`src/rtl/serprog_pkg.sv`:
```
package serprog_pkg;
  localparam int unsigned FRAME_BITS = 32;
  localparam int unsigned KEEP_BITS  = 16;
  localparam logic [FRAME_BITS-1:0] ENABLE_FRAME = 32'hAC53_0000;
  localparam logic [7:0] SYNC_BYTE = 8'h53;

  typedef enum logic [2:0] {
    ST_PWR, ST_PULSE, ST_WAIT, ST_EN, ST_IDLE, ST_CMD, ST_WDLY, ST_ERR
  } seq_state_e;
endpackage

```
`src/rtl/serprog_phase_tmr.sv`:
```
module serprog_phase_tmr #(
  parameter int unsigned HALF_W = 8
) (
  input  logic              clk_i,
  input  logic              rst_ni,
  input  logic              run_i,
  input  logic [HALF_W-1:0] half_i,
  output logic              tick_o
);
  logic [HALF_W-1:0] cnt_q, lim;

  assign lim    = (half_i == '0) ? HALF_W'(1) : half_i;
  assign tick_o = run_i && (cnt_q == lim - HALF_W'(1));

  always_ff @(posedge clk_i or negedge rst_ni) begin
    if (!rst_ni)               cnt_q <= '0;
    else if (!run_i || tick_o) cnt_q <= '0;
    else                       cnt_q <= cnt_q + HALF_W'(1);
  end
endmodule

```
`src/rtl/serprog_shifter.sv`:
```
module serprog_shifter #(
  parameter int unsigned FRAME_W = 32,
  parameter int unsigned KEEP_W  = 16
) (
  input  logic               clk_i,
  input  logic               rst_ni,
  input  logic               start_i,
  input  logic [FRAME_W-1:0] frame_i,
  input  logic               tick_i,
  input  logic               sdi_i,
  output logic               busy_o,
  output logic               sck_o,
  output logic               sdo_o,
  output logic               done_o,
  output logic [KEEP_W-1:0]  rx_o
);
  localparam int unsigned CNT_W = $clog2(FRAME_W + 1);

  logic               busy_q, sck_q, done_q;
  logic [FRAME_W-1:0] tx_q;
  logic [KEEP_W-1:0]  rx_q;
  logic [CNT_W-1:0]   bit_q;

  always_ff @(posedge clk_i or negedge rst_ni) begin
    if (!rst_ni) begin
      busy_q <= 1'b0;
      sck_q  <= 1'b0;
      done_q <= 1'b0;
      tx_q   <= '0;
      rx_q   <= '0;
      bit_q  <= '0;
    end else begin
      done_q <= 1'b0;
      if (start_i && !busy_q) begin
        busy_q <= 1'b1;
        sck_q  <= 1'b0;
        tx_q   <= frame_i;
        bit_q  <= '0;
      end else if (busy_q && tick_i) begin
        if (!sck_q) begin
          // rising edge: target data settled after previous falling edge
          sck_q <= 1'b1;
          rx_q  <= {rx_q[KEEP_W-2:0], sdi_i};
        end else begin
          sck_q <= 1'b0;
          tx_q  <= {tx_q[FRAME_W-2:0], 1'b0};
          if (bit_q == CNT_W'(FRAME_W - 1)) begin
            busy_q <= 1'b0;
            done_q <= 1'b1;
          end else begin
            bit_q <= bit_q + CNT_W'(1);
          end
        end
      end
    end
  end

  assign busy_o = busy_q;
  assign sck_o  = sck_q;
  assign sdo_o  = busy_q & tx_q[FRAME_W-1];
  assign done_o = done_q;
  assign rx_o   = rx_q;
endmodule

```
`src/rtl/serprog_dly.sv`:
```
module serprog_dly #(
  parameter int unsigned DLY_W = 16
) (
  input  logic             clk_i,
  input  logic             rst_ni,
  input  logic             load_i,
  input  logic [DLY_W-1:0] len_i,
  output logic             zero_o
);
  logic [DLY_W-1:0] cnt_q;

  always_ff @(posedge clk_i or negedge rst_ni) begin
    if (!rst_ni)           cnt_q <= '0;
    else if (load_i)       cnt_q <= len_i;
    else if (cnt_q != '0)  cnt_q <= cnt_q - DLY_W'(1);
  end

  assign zero_o = (cnt_q == '0);
endmodule

```
`src/rtl/serprog_host.sv`:
```
module serprog_host
  import serprog_pkg::*;
#(
  parameter int unsigned HALF_W      = 8,
  parameter int unsigned CLK_HZ      = 125_000_000,
  parameter int unsigned STARTUP_CYC = CLK_HZ / 50,
  parameter int unsigned PULSE_CYC   = 16,
  parameter int unsigned MAX_TRIES   = 4,
  parameter int unsigned WR_DLY_CYC  = CLK_HZ / 200
) (
  input  logic              clk_i,
  input  logic              rst_ni,
  input  logic [HALF_W-1:0] half_cyc_i,
  input  logic              cmd_valid_i,
  output logic              cmd_ready_o,
  input  logic [31:0]       cmd_data_i,
  input  logic              cmd_wr_i,
  output logic              rsp_valid_o,
  output logic [7:0]        rsp_data_o,
  output logic              synced_o,
  output logic              error_o,
  output logic              tgt_rst_o,
  output logic              tgt_sck_o,
  output logic              tgt_sdo_o,
  input  logic              tgt_sdi_i
);
  localparam int unsigned DLY_MAX_A = (STARTUP_CYC > PULSE_CYC) ? STARTUP_CYC : PULSE_CYC;
  localparam int unsigned DLY_MAX   = (DLY_MAX_A > WR_DLY_CYC) ? DLY_MAX_A : WR_DLY_CYC;
  localparam int unsigned DLY_W     = $clog2(DLY_MAX + 1);
  localparam int unsigned TRY_W     = $clog2(MAX_TRIES + 1);

  seq_state_e state_q, state_d;
  logic [TRY_W-1:0]      tries_q, tries_d;
  logic                  wr_q, wr_d;
  logic                  dly_load, dly_zero;
  logic [DLY_W-1:0]      dly_len;
  logic                  sh_start, sh_busy, sh_done, tick;
  logic [FRAME_BITS-1:0] sh_frame;
  logic [KEEP_BITS-1:0]  sh_rx;
  logic                  rsp_valid_q;
  logic [7:0]            rsp_data_q;

  serprog_phase_tmr #(.HALF_W(HALF_W)) u_tmr (
    .clk_i  (clk_i),
    .rst_ni (rst_ni),
    .run_i  (sh_busy),
    .half_i (half_cyc_i),
    .tick_o (tick)
  );

  serprog_shifter #(.FRAME_W(FRAME_BITS), .KEEP_W(KEEP_BITS)) u_shf (
    .clk_i   (clk_i),
    .rst_ni  (rst_ni),
    .start_i (sh_start),
    .frame_i (sh_frame),
    .tick_i  (tick),
    .sdi_i   (tgt_sdi_i),
    .busy_o  (sh_busy),
    .sck_o   (tgt_sck_o),
    .sdo_o   (tgt_sdo_o),
    .done_o  (sh_done),
    .rx_o    (sh_rx)
  );

  serprog_dly #(.DLY_W(DLY_W)) u_dly (
    .clk_i  (clk_i),
    .rst_ni (rst_ni),
    .load_i (dly_load),
    .len_i  (dly_len),
    .zero_o (dly_zero)
  );

  always_comb begin
    state_d  = state_q;
    tries_d  = tries_q;
    wr_d     = wr_q;
    dly_load = 1'b0;
    dly_len  = '0;
    sh_start = 1'b0;
    sh_frame = '0;
    unique case (state_q)
      ST_PWR: begin
        dly_load = 1'b1;
        dly_len  = DLY_W'(PULSE_CYC);
        state_d  = ST_PULSE;
      end
      ST_PULSE: if (dly_zero) begin
        dly_load = 1'b1;
        dly_len  = DLY_W'(STARTUP_CYC);
        state_d  = ST_WAIT;
      end
      ST_WAIT: if (dly_zero) begin
        sh_start = 1'b1;
        sh_frame = ENABLE_FRAME;
        state_d  = ST_EN;
      end
      ST_EN: if (sh_done) begin
        // echo of second byte arrives while third byte is sent
        if (sh_rx[15:8] == SYNC_BYTE) begin
          tries_d = '0;
          state_d = ST_IDLE;
        end else if (tries_q == TRY_W'(MAX_TRIES - 1)) begin
          state_d = ST_ERR;
        end else begin
          tries_d  = tries_q + TRY_W'(1);
          dly_load = 1'b1;
          dly_len  = DLY_W'(PULSE_CYC);
          state_d  = ST_PULSE;
        end
      end
      ST_IDLE: if (cmd_valid_i) begin
        sh_start = 1'b1;
        sh_frame = cmd_data_i;
        wr_d     = cmd_wr_i;
        state_d  = ST_CMD;
      end
      ST_CMD: if (sh_done) begin
        if (wr_q) begin
          dly_load = 1'b1;
          dly_len  = DLY_W'(WR_DLY_CYC);
          state_d  = ST_WDLY;
        end else begin
          state_d = ST_IDLE;
        end
      end
      ST_WDLY: if (dly_zero) state_d = ST_IDLE;
      ST_ERR:  state_d = ST_ERR;
      default: state_d = ST_PWR;
    endcase
  end

  always_ff @(posedge clk_i or negedge rst_ni) begin
    if (!rst_ni) begin
      state_q     <= ST_PWR;
      tries_q     <= '0;
      wr_q        <= 1'b0;
      rsp_valid_q <= 1'b0;
      rsp_data_q  <= '0;
    end else begin
      state_q     <= state_d;
      tries_q     <= tries_d;
      wr_q        <= wr_d;
      rsp_valid_q <= (state_q == ST_CMD) && sh_done;
      if ((state_q == ST_CMD) && sh_done) rsp_data_q <= sh_rx[7:0];
    end
  end

  assign cmd_ready_o = (state_q == ST_IDLE);
  assign synced_o    = (state_q == ST_IDLE) || (state_q == ST_CMD) || (state_q == ST_WDLY);
  assign error_o     = (state_q == ST_ERR);
  assign tgt_rst_o   = (state_q == ST_PULSE);
  assign rsp_valid_o = rsp_valid_q;
  assign rsp_data_o  = rsp_data_q;
endmodule

```
`config.mk`:
```
export PLATFORM = sky130hd
export DESIGN_NAME = serprog_host
export DESIGN_NICKNAME = d
export VERILOG_FILES = /design/src/rtl/serprog_pkg.sv /design/src/rtl/serprog_phase_tmr.sv /design/src/rtl/serprog_shifter.sv /design/src/rtl/serprog_dly.sv /design/src/rtl/serprog_host.sv
export SDC_FILE = /design/constraint.sdc
export NUM_CORES = 1
export LEC_CHECK = 0
export ABC_CLOCK_PERIOD_IN_PS = 4500
export BUFFER_PORTS_ARGS = -buffer_cell sky130_fd_sc_hd__buf_2
export CORE_ASPECT_RATIO = 1.2
export CORE_MARGIN = 1
export CORE_UTILIZATION = 40
export DETAILED_ROUTE_END_ITERATION = 10
export SLEW_MARGIN = 20
export SYNTH_ARGS = -nofsm -noshare
export SYNTH_HDL_FRONTEND = slang
export SYNTH_SLANG_ARGS = --single-unit
```
`constraint.sdc`:
```
create_clock -name clk_i -period 4.5 [get_ports clk_i]
set_input_delay 0.675 -clock clk_i [delete_from_list [all_inputs] [get_ports clk_i]]
set_output_delay 0.675 -clock clk_i [all_outputs]
set_load 0.01 [all_outputs]
```
# Word level (Yosys, flattened, before mapping)
# Cells that the tools add are included.
[word_totals]
output_inout_bits = 15
ff_bits = 103
inputBits = 45
[classes]
bitwise_logic = 3
n_reduce_logical = 23
muxes = 53
eq_ne = 19
add_sub_neg = 5
[ops]
columns = ["op", "n"]
rows = [
  ["$mux W32", 5],
  ["$pmux W22 S4", 1],
  ["$mux W22", 3],
  ["$pmux W32 S2", 1],
  ["$mux W20", 2],
  ["$mux W3", 10],
  ["$mux W6", 4],
  ["$pmux W3 S8", 1],
  ["$logic_not A22 Y1", 1],
  ["$reduce_bool A22 Y1", 1],
  ["$sub A22 B1 Y22 const B", 1],
  ["$mux W1", 18],
  ["$mux W8", 2],
  ["$mux W5", 3],
  ["$eq A3 B3 Y1 const B", 4],
  ["$reduce_and A3 Y1", 4],
  ["$eq A3 B2 Y1 const B", 3],
  ["$add A8 B1 Y8 const B", 1],
  ["$eq A8 B7 Y1 const B", 1],
  ["$eq A8 B8 Y1", 1],
  ["$logic_not A8 Y1", 1],
  ["$ne A2 B1 Y1 const B", 4],
  ["$ne A2 B2 Y1 const B", 4],
  ["$reduce_bool A2 Y1", 4],
  ["other kinds (16)", 23],
]

# Longest topological paths before layout
# Gate-level depths: netlist of run 1.
[logic_depth]
ltp_word = 8
mapped_depth = 11
ltp_nobuf = 9

# By module
# From an unflattened synthesis of run 1, not the netlist that was laid out.
[unflattened]
cells_unflattened = 598
hier_area_um2 = 5989.5
[by_module_without_submodules]
columns = ["mod", "area_each_um2", "cells_per_inst", "n_inst"]
rows = [
  ["serprog_shifter", 2655.0, 229, 1],
  ["serprog_dly", 1362.6, 150, 1],
  ["serprog_host", 1192.4, 119, 1],
  ["serprog_phase_tmr", 779.5, 100, 1],
]

# Least setup slack after synthesis of run 1
# OpenSTA, ideal clock, no wires.
[synth_path]
path_type = "input to register"
start = "in half_cyc_i[4]"
end = "reg u_shf.tx_q[7]"
t_required_ns = 4.375
slack_ns = 1.410
path_stages = 11
setup_ns = 0.125
path_buffers = 2
arrival_ns = 2.965
cell_sequence = "clkbuf_1 -> nor3_1 -> a31oi_1 -> ha_1 -> nor3b_1 -> xnor2_1 -> nor3_1 -> nand3_1 -> o21ai_4 -> buf_6 -> mux2_2"
[synth_via]
elab_chain_len = 8
[synth_lines]
columns = ["element", "line_no", "text"]
rows = [
  ["start, declared", "serprog_host.sv:13", "input logic [HALF_W-1:0] half_cyc_i,"],
  ["$logic_not A8 Y1", "serprog_phase_tmr.sv:12", "assign lim = (half_i == '0) ? HALF_W'(1) : half_i;"],
  ["$mux W8 *", "serprog_phase_tmr.sv:12", ""],
  ["$sub A8 B1 Y8 *", "serprog_phase_tmr.sv:13", "assign tick_o = run_i && (cnt_q == lim - HALF_W'(1));"],
  ["$eq A8 B8 Y1 *", "serprog_phase_tmr.sv:13", ""],
  ["$logic_and A1 B1 Y1 *", "serprog_phase_tmr.sv:13", ""],
  ["$logic_and A1 B1 Y1 *", "serprog_shifter.sv:39", "end else if (busy_q && tick_i) begin"],
  ["$reduce_bool A2 Y1 (no source line) *", "-", ""],
  ["$reduce_and A2 Y1 (no source line) *", "-", ""],
  ["end signal, assigned", "serprog_shifter.sv:37", "tx_q <= frame_i;"],
  ["end signal, assigned", "serprog_shifter.sv:46", "tx_q <= {tx_q[FRAME_W-2:0], 1'b0};"],
  ["end, declared", "serprog_shifter.sv:20", "logic [FRAME_W-1:0] tx_q;"],
]
# Mark *: on every way between the ends. The rest lies on a longest branch, timed or not.
# A chain may end at the register's enable or synchronous reset.

# Worst setup path after layout of run 1
[layout_path]
start = "reg u_dly.cnt_q[0]"
end = "reg u_shf.tx_q[28]"
[layout_via]
elab_chain_len = 6
[layout_lines]
columns = ["element", "line_no", "text"]
rows = [
  ["start, declared", "serprog_dly.sv:10", "logic [DLY_W-1:0] cnt_q;"],
  ["start signal, assigned", "serprog_dly.sv:14", "else if (load_i) cnt_q <= len_i;"],
  ["start signal, assigned", "serprog_dly.sv:15", "else if (cnt_q != '0) cnt_q <= cnt_q - DLY_W'(1);"],
  ["$logic_not A22 Y1 *", "serprog_dly.sv:18", "assign zero_o = (cnt_q == '0);"],
  ["$mux W1 *", "serprog_host.sv:92", "ST_WAIT: if (dly_zero) begin"],
  ["$pmux W1 S2 *", "serprog_host.sv:81", "unique case (state_q)"],
  ["$logic_and A1 B1 Y1 *", "serprog_shifter.sv:34", "if (start_i && !busy_q) begin"],
  ["$reduce_bool A2 Y1 (no source line)", "-", ""],
  ["$reduce_and A2 Y1 (no source line)", "-", ""],
]
# Marks and branches as above.

==> results.sh, run 1 <==
export IMPL_crit_arrival_ns=3.65
export IMPL_grt_max_degree=73
export IMPL_diodes=0
export IMPL_grt_pass1_wl_um=19200
export IMPL_seq_area_frac_synth=0.482
export IMPL_cts_root_buffer_cell="clkbuf_16"
export IMPL_drive_above_1_share=0.217
export IMPL_setup_slack_ns=1.08
export IMPL_pre_cts_slack_ns=0.995
export IMPL_synthXorXnorAreaFrac=0.0508
export IMPL_post_route_util=0.474
export IMPL_grt_busiest_layer="met2"
export IMPL_synth_compound_area_share=0.142
export IMPL_clock_latency_ns=0.35
export IMPL_ioPinCount=60
export IMPL_cts_buffer_depth=2
export IMPL_critical_path_startpoint_type="flop"
export IMPL_min_path_type="input pin to async pin"
export IMPL_cpLargestDelayFamily="simple AND/OR/NAND/NOR gates"
export IMPL_cp_end_kind="flop"
export IMPL_synth_simple_gate_area_share=0.186
export IMPL_critical_path_class="flop to flop"
export IMPL_antenna_left=0
export IMPL_ys_types=62
export IMPL_cp_max_fo=20
export IMPL_core_area_mm2=0.0128
export IMPL_routedWlPerCell_um=15.7
export IMPL_chipWidth_um=108
export IMPL_placedCellCount=710
export IMPL_setup_tns_final_ns=0
export IMPL_max_stage_delay_ns=0.54
export IMPL_grt_use_met1=0.229
export IMPL_finalHoldViolCount=0
export IMPL_finalNetCount=608
export IMPL_final_cell_mix="dfrtp_1 (103), buf_2 (58), nor2_1 (47), nand2_1 (47), a22o_1 (24)"
export IMPL_yosys_warnings=0
export IMPL_required_ns=4.73
export IMPL_final_common_cell="dfrtp_1"
export IMPL_post_route_period_util=0.761
export IMPL_vias=3999
export IMPL_post_cts_resized=0
export IMPL_ys_seq_elements=103
export IMPL_gr_total_overflow=0
export IMPL_wirelength_um=11400
export IMPL_peakVddDrop_mv=0.272
export IMPL_syn_nets=559
export IMPL_cp_slowest_cell="nand2b_1"
export IMPL_htree_levels=3
export IMPL_drt_iter0_drc=229
export IMPL_hpwl_um=7990
export IMPL_holdBufCountCts=0
export IMPL_clkSlewWorstSetupHoldPaths_ns=0.07
export IMPL_syn_avg_cell_area_um2=10.5
export IMPL_rsz0062_at_grt="false"
export IMPL_setup_viol=0
export IMPL_status="finished clean"
export IMPL_clock_fmax_mhz=292
export IMPL_placed_area_mm2=0.00576
export IMPL_gr_usage_all_layers=0.177
export IMPL_post_cts_buffers=0
export IMPL_worstPathCellList="inv_1, ha_1, nor4b_2, nand4b_1, o31ai_2, nand2b_1, buf_4, a22o_1, mux2_1"
export IMPL_synth_edf_count=0
export IMPL_ys_flop_type="dfrtp_1"
export IMPL_start_util=0.417
export IMPL_report_final_slew_viol_count=0
export IMPL_first_pass_iters=5
export IMPL_cts_sink_count=103
export IMPL_antenna_found_initial=0
export IMPL_cts_inserted_buffers=9
export IMPL_synthMuxAreaShare=0.0943
export IMPL_rrSetupSlack_ns=1.08
export IMPL_p_leak_nw=2.85
export IMPL_gp_congestion=0.852
export IMPL_grtUsageMet3=0.0329
export IMPL_async_flop_share=1.00
export IMPL_row_count=45
export IMPL_synth_cells=508
export IMPL_finalNonFillerCells=726
export IMPL_use_met2=0.290
export IMPL_area_delta_synth_final_pct=13.9
export IMPL_maxCapViolCount=0
export IMPL_cts_tree="yes"
export IMPL_portBuffers=59
export IMPL_relSlewSlack=0.388
export IMPL_finalCriticalPeriod_ns=3.42
export IMPL_synthAdderAreaFrac=0.0140
export IMPL_vias_per_cell=5.51
export IMPL_powerDensity_mw_per_mm2=393
export IMPL_die_area_mm2=0.0138
export IMPL_synth_top_family_by_area="simple AND/OR/NAND/NOR gates"
export IMPL_final_area_mm2=0.00609
export IMPL_tightest_slew_ns=0.918
export IMPL_die_y_um=129
export IMPL_syn_cell_area_mm2=0.00535
export IMPL_critPathBufInv=2
export IMPL_grt_pass1_vias=4048
export IMPL_drc=0
export IMPL_skew_ns=0.0120
-- sequential cells by signal, indices dropped and copies added (netlist names), 3 cells and up --
name / flops
tries_q: 3
u_shf.bit_q: 6
state_q: 3
u_shf.rx_o: 16
u_tmr.cnt_q: 8
u_dly.cnt_q: 22
u_shf.tx_q: 32
rsp_data_o: 8
-- per-stage QoR --
step	hold WS [ns]	total power, mW
after global placement	0.457	1.54
after CTS	0.485	2.41
after global routing	0.503	2.51
after floorplan	0.379	1.42
final	0.448	2.39
after detailed placement	0.465	1.55
-- area by class of cell --
cell class / count / area [µm²]
Fill cell: 1208 / 6750
Multi-Input combinational cell: 370 / 2610
Sequential cell: 103 / 2580
Timing Repair Buffer: 64 / 335
Clock buffer: 9 / 225
Tap cell: 164 / 205
Clock inverter: 7 / 103
Inverter: 9 / 33.8
-- per-layer routing --
metal | vias up | routed length (µm)
li1 | 1935 | -
met1 | 1958 | 5180
met2 | 89 | 5560
met3 | 17 | 429
met4 | 0 | 208
met5 | - | 0
-- cell families (layout without fill, tap and decap cells) --
group	count (synthesis)	after routing
and+or+nand+nor	188	188
xor gates and xnor gates	31	31
buffers and inverters	35	89
AOI/OAI and AO/OA	103	103
muxes	42	42
DFF	103	103
adders and majority gates	6	6
-- synthesized netlist by cell type (6+ instances only) --
| cell type | n | area [µm²] |
|---|---|---|
| a21oi_1 | 15 | 75.1 |
| a22o_1 | 24 | 210 |
| a31oi_1 | 10 | 62.6 |
| and3_1 | 10 | 62.6 |
| clkbuf_1 | 17 | 63.8 |
| dfrtp_1 | 103 | 2580 |
| ha_1 | 6 | 75.1 |
| inv_1 | 9 | 33.8 |
| mux2_1 | 15 | 169 |
| mux2_2 | 16 | 180 |
| mux2_4 | 9 | 135 |
| nand2_1 | 47 | 176 |
| nand2b_1 | 7 | 43.8 |
| nand3_1 | 14 | 70.1 |
| nand4_1 | 11 | 68.8 |
| nor2_1 | 47 | 176 |
| nor2b_1 | 7 | 43.8 |
| nor3_1 | 10 | 50.1 |
| o21ai_0 | 21 | 105 |
| xnor2_1 | 19 | 166 |
| xor2_1 | 12 | 105 |
-- where the power goes --
part	switching (mW)	internal, mW	leakage (nW)	total [mW]
clock network	0.362	0.496	0.162	0.858
logic	0.223	0.195	1.36	0.418
registers	0.0881	1.03	1.33	1.11
-- worst paths after layout --
path / from / to / cells after the start
max: u_dly.cnt_q[0]$_DFFE_PN0P_ / u_shf.tx_q[28]$_DFFE_PN0P_ / 9
min: rst_ni / u_dly.cnt_q[17]$_DFFE_PN0P_ / 1
max reg2reg: u_dly.cnt_q[0]$_DFFE_PN0P_ / u_shf.tx_q[28]$_DFFE_PN0P_ / 9
min reg2reg: rsp_data_o[4]$_DFFE_PN0P_ / rsp_data_o[4]$_DFFE_PN0P_ / 2
max in group asynchronous: rst_ni / u_shf.tx_q[7]$_DFFE_PN0P_ / 2
min in group clk_i: rsp_data_o[4]$_DFFE_PN0P_ / rsp_data_o[4]$_DFFE_PN0P_ / 2
(Power assumes the default switching activity.)
==> run 2, diff against run 1 <==
--- a/config.mk
+++ b/config.mk
@@ -5,7 +5,7 @@
 export SDC_FILE = /design/constraint.sdc
 export NUM_CORES = 1
 export LEC_CHECK = 0
-export ABC_CLOCK_PERIOD_IN_PS = 4500
+export ABC_CLOCK_PERIOD_IN_PS = 3300
 export BUFFER_PORTS_ARGS = -buffer_cell sky130_fd_sc_hd__buf_2
 export CORE_ASPECT_RATIO = 1.2
 export CORE_MARGIN = 1
==> constraint.sdc (replaced) <==
create_clock -name clk_i -period 3.3 [get_ports clk_i]
set_input_delay 0.495 -clock clk_i [delete_from_list [all_inputs] [get_ports clk_i]]
set_output_delay 0.495 -clock clk_i [all_outputs]
set_load 0.01 [all_outputs]
==> run 2 against run 1 <==
Net effect: via count is 0.75% lower; clock skew is 0.0020 ns lower; hold slack worse by 0.28 ns; largest cell class unchanged; power is 41% higher; utilization is 0.80 points higher; fmax is 22% higher; non-clock buffer count is 8 higher; critical path depth is 1 higher; setup slack worse by 0.58 ns.
==> results.sh, run 2 (same netlist as run 1, synthesis figures left out) <==
export IMPL_hpwl_um=8090
export IMPL_powerDensity_mw_per_mm2=543
export IMPL_drt_iter0_drc=158
export IMPL_cp_end_kind="flop"
export IMPL_core_area_mm2=0.0128
export IMPL_cts_buffer_depth=2
export IMPL_post_route_util=0.482
export IMPL_wirelength_um=11500
export IMPL_chipWidth_um=108
export IMPL_clock_latency_ns=0.36
export IMPL_post_cts_resized=0
export IMPL_area_delta_synth_final_pct=15.8
export IMPL_die_area_mm2=0.0138
export IMPL_critical_path_startpoint_type="flop"
export IMPL_cp_startpoint="u_dly.cnt_q[0]$_DFFE_PN0P_"
export IMPL_whs_ns=0.172
export IMPL_p_leak_nw=2.91
export IMPL_diodes=0
export IMPL_cts_inserted_buffers=9
export IMPL_grt_max_degree=84
export IMPL_required_ns=3.54
export IMPL_vias_per_cell=5.41
export IMPL_die_y_um=129
export IMPL_rrSetupSlack_ns=0.50
export IMPL_gr_total_overflow=0
export IMPL_setup_tns_final_ns=0
export IMPL_min_path_type="input pin to async pin"
export IMPL_holdBufCountCts=0
export IMPL_r2r_end="u_shf.tx_q[7]$_DFFE_PN0P_"
export IMPL_clkSlewWorstSetupHoldPaths_ns=0.07
export IMPL_routedWlPerCell_um=15.6
export IMPL_final_area_mm2=0.00619
export IMPL_post_cts_buffers=0
export IMPL_cp_slowest_cell="dfrtp_1"
export IMPL_r2r_start="u_dly.cnt_q[0]$_DFFE_PN0P_"
export IMPL_antenna_found_initial=0
export IMPL_grt_pass1_vias=3986
export IMPL_drive_above_1_share=0.228
export IMPL_crit_arrival_ns=3.04
export IMPL_gr_usage_all_layers=0.176
export IMPL_post_route_period_util=0.849
export IMPL_htree_levels=3
export IMPL_cts_root_buffer_cell="clkbuf_16"
export IMPL_final_cell_mix="dfrtp_1 (103), buf_2 (58), nor2_1 (47), nand2_1 (47), a22o_1 (24)"
export IMPL_clock_fmax_mhz=357
export IMPL_row_count=45
export IMPL_report_final_slew_viol_count=0
export IMPL_antenna_left=0
export IMPL_finalHoldViolCount=0
export IMPL_final_common_cell="dfrtp_1"
export IMPL_fillCellCount=1195
export IMPL_status="finished clean"
export IMPL_placed_area_mm2=0.00583
export IMPL_cts_tree="yes"
export IMPL_largest_register_ffs=32
export IMPL_gp_congestion=0.839
export IMPL_drc=0
export IMPL_reg2reg_depth=10
export IMPL_worstPathCellList="inv_1, ha_1, nor4b_2, nand4b_1, o31ai_2, nand2b_1, buf_4, o21ai_4, buf_12, mux2_2"
export IMPL_critical_path_class="flop to flop"
export IMPL_largest_register="u_shf.tx_q"
export IMPL_grt_pass1_wl_um=19100
export IMPL_cp_max_fo=23
export IMPL_max_stage_delay_ns=0.40
export IMPL_finalCriticalPeriod_ns=2.80
export IMPL_tightest_slew_ns=0.768
export IMPL_power_total_mw=3.36
export IMPL_cts_sink_count=103
export IMPL_vias=3969
export IMPL_maxCapViolCount=0
export IMPL_setup_viol=0
export IMPL_skew_ns=0.0101
export IMPL_rsz0062_at_grt="false"
export IMPL_relSlewSlack=0.488
export IMPL_first_pass_iters=4
export IMPL_start_util=0.417
export IMPL_peakVddDrop_mv=0.365
export IMPL_ioPinCount=60
export IMPL_portBuffers=59
export IMPL_finalNetCount=616
[run 2: cell count changes in the layout (fill, tap and decap cells not counted), sizes merged]
cell / before / now
clkinvlp: 0 / 1
clkinv: 2 / 1
inv: 12 / 11
buf: 64 / 72
bufinv: 2 / 3
[run 2: final cells by class]
type                       count  area [µm²]  share of cell area
clock inverter                 7         129              0.0208
clock buffer                   9         225              0.0364
tap                          164         205              0.0331
inverter                       9        33.8             0.00546
multi-input combinational    370        2610               0.421
timing repair buffer          72         412              0.0665
sequential                   103        2580               0.416
[run 2: through the flow]
| step | cells | setup WS [ns] |
|---|---|---|
| floorplan | 508 | 0.390 |
| global placement | 718 | 0.354 |
| detailed placement | 718 | 0.255 |
| CTS | 734 | 0.460 |
| global route | 734 | 0.305 |
| finish | 734 | 0.498 |
[run 2: how the worst max path moves through the flow]
stage | end | slack, ns | cells after the start
after floorplan | u_shf.tx_q[7]$_DFFE_PN0P_ | 0.39 | 11
after global placement | u_shf.bit_q[2]$_DFFE_PN0P_ | 0.35 | 11
after detailed placement | u_shf.bit_q[2]$_DFFE_PN0P_ | 0.26 | 11
after CTS | u_shf.tx_q[7]$_DFFE_PN0P_ | 0.46 | 10
after global routing | u_shf.tx_q[8]$_DFFE_PN0P_ | 0.30 | 10
final | u_shf.tx_q[7]$_DFFE_PN0P_ | 0.50 | 10
[run 2: power by group]
| group | total [mW] | switching [mW] | internal [mW] | leakage (nW) |
|---|---|---|---|---|
| Combinational | 0.574 | 0.300 | 0.274 | 1.41 |
| Sequential | 1.52 | 0.125 | 1.40 | 1.33 |
| Clock | 1.26 | 0.509 | 0.754 | 0.170 |
[run 2: worst max-delay path, delay by kind of cell, from the launching register on]
family | cells | cell delay [ns]
buf+inv | 3 | 0.52
mux | 1 | 0.35
compound gates | 2 | 0.42
simple gates | 3 | 0.76
fa+ha+maj | 1 | 0.20
flops | 1 | 0.40
[run 2: routing by layer]
metal / vias up / track usage / share of wire
met5: - / 0 / 0
met3: 16 / 0.0289 / 0.032
met4: 0 / 0.0790 / 0.018
li1: 1944 / - / -
met2: 62 / 0.291 / 0.49
met1: 1947 / 0.228 / 0.46
==> run 3, diff against run 2 <==
--- a/config.mk
+++ b/config.mk
@@ -5,7 +5,7 @@
 export SDC_FILE = /design/constraint.sdc
 export NUM_CORES = 1
 export LEC_CHECK = 0
-export ABC_CLOCK_PERIOD_IN_PS = 3300
+export ABC_CLOCK_PERIOD_IN_PS = 2800
 export BUFFER_PORTS_ARGS = -buffer_cell sky130_fd_sc_hd__buf_2
 export CORE_ASPECT_RATIO = 1.2
 export CORE_MARGIN = 1
==> constraint.sdc (replaced) <==
create_clock -name clk_i -period 2.8 [get_ports clk_i]
set_input_delay 0.42 -clock clk_i [delete_from_list [all_inputs] [get_ports clk_i]]
set_output_delay 0.42 -clock clk_i [all_outputs]
set_load 0.01 [all_outputs]
==> run 3 against run 2 <==
Net effect: hold slack got worse by 0.080 ns; fmax rose by 6.5%; first-iteration DRC count rose by 78%; final cell count rose by 1.9%; sequential power rose by 18%; count of clock-buffer cells in the layout did not move.
==> results.sh, run 3 (same netlist as run 1, synthesis figures left out) <==
export IMPL_status="finished clean"
export IMPL_htree_levels=3
export IMPL_die_area_mm2=0.0138
export IMPL_drt_iter0_drc=281
export IMPL_vias_per_cell=5.44
export IMPL_relSlewSlack=0.556
export IMPL_critical_path_startpoint_type="flop"
export IMPL_clock_latency_ns=0.35
export IMPL_finalHoldViolCount=0
export IMPL_placed_area_mm2=0.00596
export IMPL_cp_max_fo=35
export IMPL_post_route_period_util=0.940
export IMPL_powerDensity_mw_per_mm2=590
export IMPL_row_count=45
export IMPL_first_pass_iters=6
export IMPL_p_leak_nw=2.95
export IMPL_area_delta_synth_final_pct=17.1
export IMPL_cp_end_kind="flop"
export IMPL_core_area_mm2=0.0128
export IMPL_post_cts_buffers=0
export IMPL_gr_usage_all_layers=0.184
export IMPL_vias=4072
export IMPL_cts_tree="yes"
export IMPL_max_stage_delay_ns=0.40
export IMPL_tightest_slew_ns=0.665
export IMPL_cp_slowest_cell="dfrtp_1"
export IMPL_critical_path_class="flop to flop"
export IMPL_cts_sink_count=103
export IMPL_die_y_um=129
export IMPL_rsz0062_at_grt="false"
export IMPL_peakVddDrop_mv=0.350
export IMPL_cts_inserted_buffers=9
export IMPL_portBuffers=59
export IMPL_grt_pass1_vias=4193
export IMPL_drive_above_1_share=0.247
export IMPL_routedWlPerCell_um=15.8
export IMPL_gp_congestion=0.829
export IMPL_wirelength_um=11800
export IMPL_finalNetCount=630
export IMPL_min_path_type="input pin to async pin"
export IMPL_worstPathCellList="inv_1, ha_1, nor4b_4, nand4b_1, o31ai_4, nand2b_1, buf_12, o21ai_4, buf_12, mux2_2"
export IMPL_final_area_mm2=0.00626
export IMPL_grt_max_degree=48
export IMPL_whs_ns=0.0919
export IMPL_drc=0
export IMPL_clkSlewWorstSetupHoldPaths_ns=0.07
export IMPL_start_util=0.417
export IMPL_clock_fmax_mhz=380
export IMPL_gr_total_overflow=0
export IMPL_cts_root_buffer_cell="clkbuf_16"
export IMPL_cts_buffer_depth=2
export IMPL_fillCellCount=1222
export IMPL_final_cell_mix="dfrtp_1 (103), buf_2 (58), nor2_1 (47), nand2_1 (47), buf_4 (25)"
export IMPL_skew_ns=0.0106
export IMPL_required_ns=3.03
export IMPL_antenna_found_initial=0
export IMPL_final_common_cell="dfrtp_1"
export IMPL_largest_register="u_shf.tx_q"
export IMPL_power_total_mw=3.70
export IMPL_chipWidth_um=108
export IMPL_setup_viol=0
export IMPL_grt_pass1_wl_um=20000
export IMPL_ioPinCount=60
export IMPL_report_final_slew_viol_count=0
export IMPL_finalCriticalPeriod_ns=2.63
export IMPL_holdBufCountCts=0
export IMPL_crit_arrival_ns=2.86
export IMPL_hpwl_um=8410
export IMPL_diodes=0
export IMPL_cp_common_cell="buf_12"
export IMPL_largest_register_ffs=32
export IMPL_antenna_left=0
export IMPL_maxCapViolCount=0
run 3: cell types whose count changed in the layout (fill, tap and decap cells not counted), sizes merged:
cell,change
clkinv,+1
buf,+14
clkinvlp,+2
bufinv,-3
run 3: worst max-delay path: cells and delay by family (launching register included):
kind	cells	cell delay [ns]
muxes	1	0.35
AOI/OAI and AO/OA	2	0.38
DFF	1	0.40
adders and majority gates	1	0.21
and+or+nand+nor	3	0.68
buffers and inverters	3	0.49
run 3: metal layers:
| metal | track usage | share of wire |
|---|---|---|
| met1 | 0.245 | 0.46 |
| met2 | 0.297 | 0.48 |
| met3 | 0.0294 | 0.039 |
| met4 | 0.0757 | 0.016 |
| met5 | 0 | 0 |
run 3: repair_timing:
| action | 4_1_cts | 5_1_grt |
|---|---|---|
| gates resized for setup | 0 | 2 |
| endpoints found under the hold margin | 0 | 0 |
| endpoints found under the setup margin | 0 | 23 |
run 3: final cells by class:
cell class / instances / area [µm²] / share of cell area
Multi-Input combinational cell: 370 / 2630 / 0.419
Sequential cell: 103 / 2580 / 0.412
Timing Repair Buffer: 86 / 538 / 0.0859
Clock buffer: 9 / 225 / 0.0360
Tap cell: 164 / 205 / 0.0328
Clock inverter: 7 / 56.3 / 0.00899
Inverter: 9 / 33.8 / 0.00539
run 3: report_power, final:
part           leakage (nW)  switching, mW  internal, mW  total (mW)
Clock                 0.130          0.589         0.613        1.20
Sequential             1.33          0.139          1.65        1.79
Combinational          1.49          0.367         0.337       0.705
Total                  2.95           1.10          2.60        3.70
run 3: per-stage QoR:
stage	cells	utilization	setup TNS [ns]	setup slack (ns)
floorplan	508	-	0	0.0762
global placement	732	0.465	-0.136	-0.0318
detailed placement	732	0.465	-3.67	-0.121
CTS	748	0.487	0	0.0376
global route	748	0.488	0	0.0131
finish	748	0.488	0	0.169
run 3: final timing paths:
path	start	to	slack, ns	cells past startpoint
hold / removal	rst_ni	u_dly.cnt_q[18]$_DFFE_PN0P_	0.09	1
min in group clk_i	cmd_data_i[0]	u_shf.tx_q[0]$_DFFE_PN0P_	0.29	2
setup / recovery	u_dly.cnt_q[0]$_DFFE_PN0P_	u_shf.tx_q[7]$_DFFE_PN0P_	0.17	10
max in group asynchronous	rst_ni	u_shf.tx_q[10]$_DFFE_PN0P_	1.98	2
setup reg to reg	u_dly.cnt_q[0]$_DFFE_PN0P_	u_shf.tx_q[7]$_DFFE_PN0P_	0.17	10
hold reg to reg	rsp_data_o[1]$_DFFE_PN0P_	rsp_data_o[1]$_DFFE_PN0P_	0.47	2
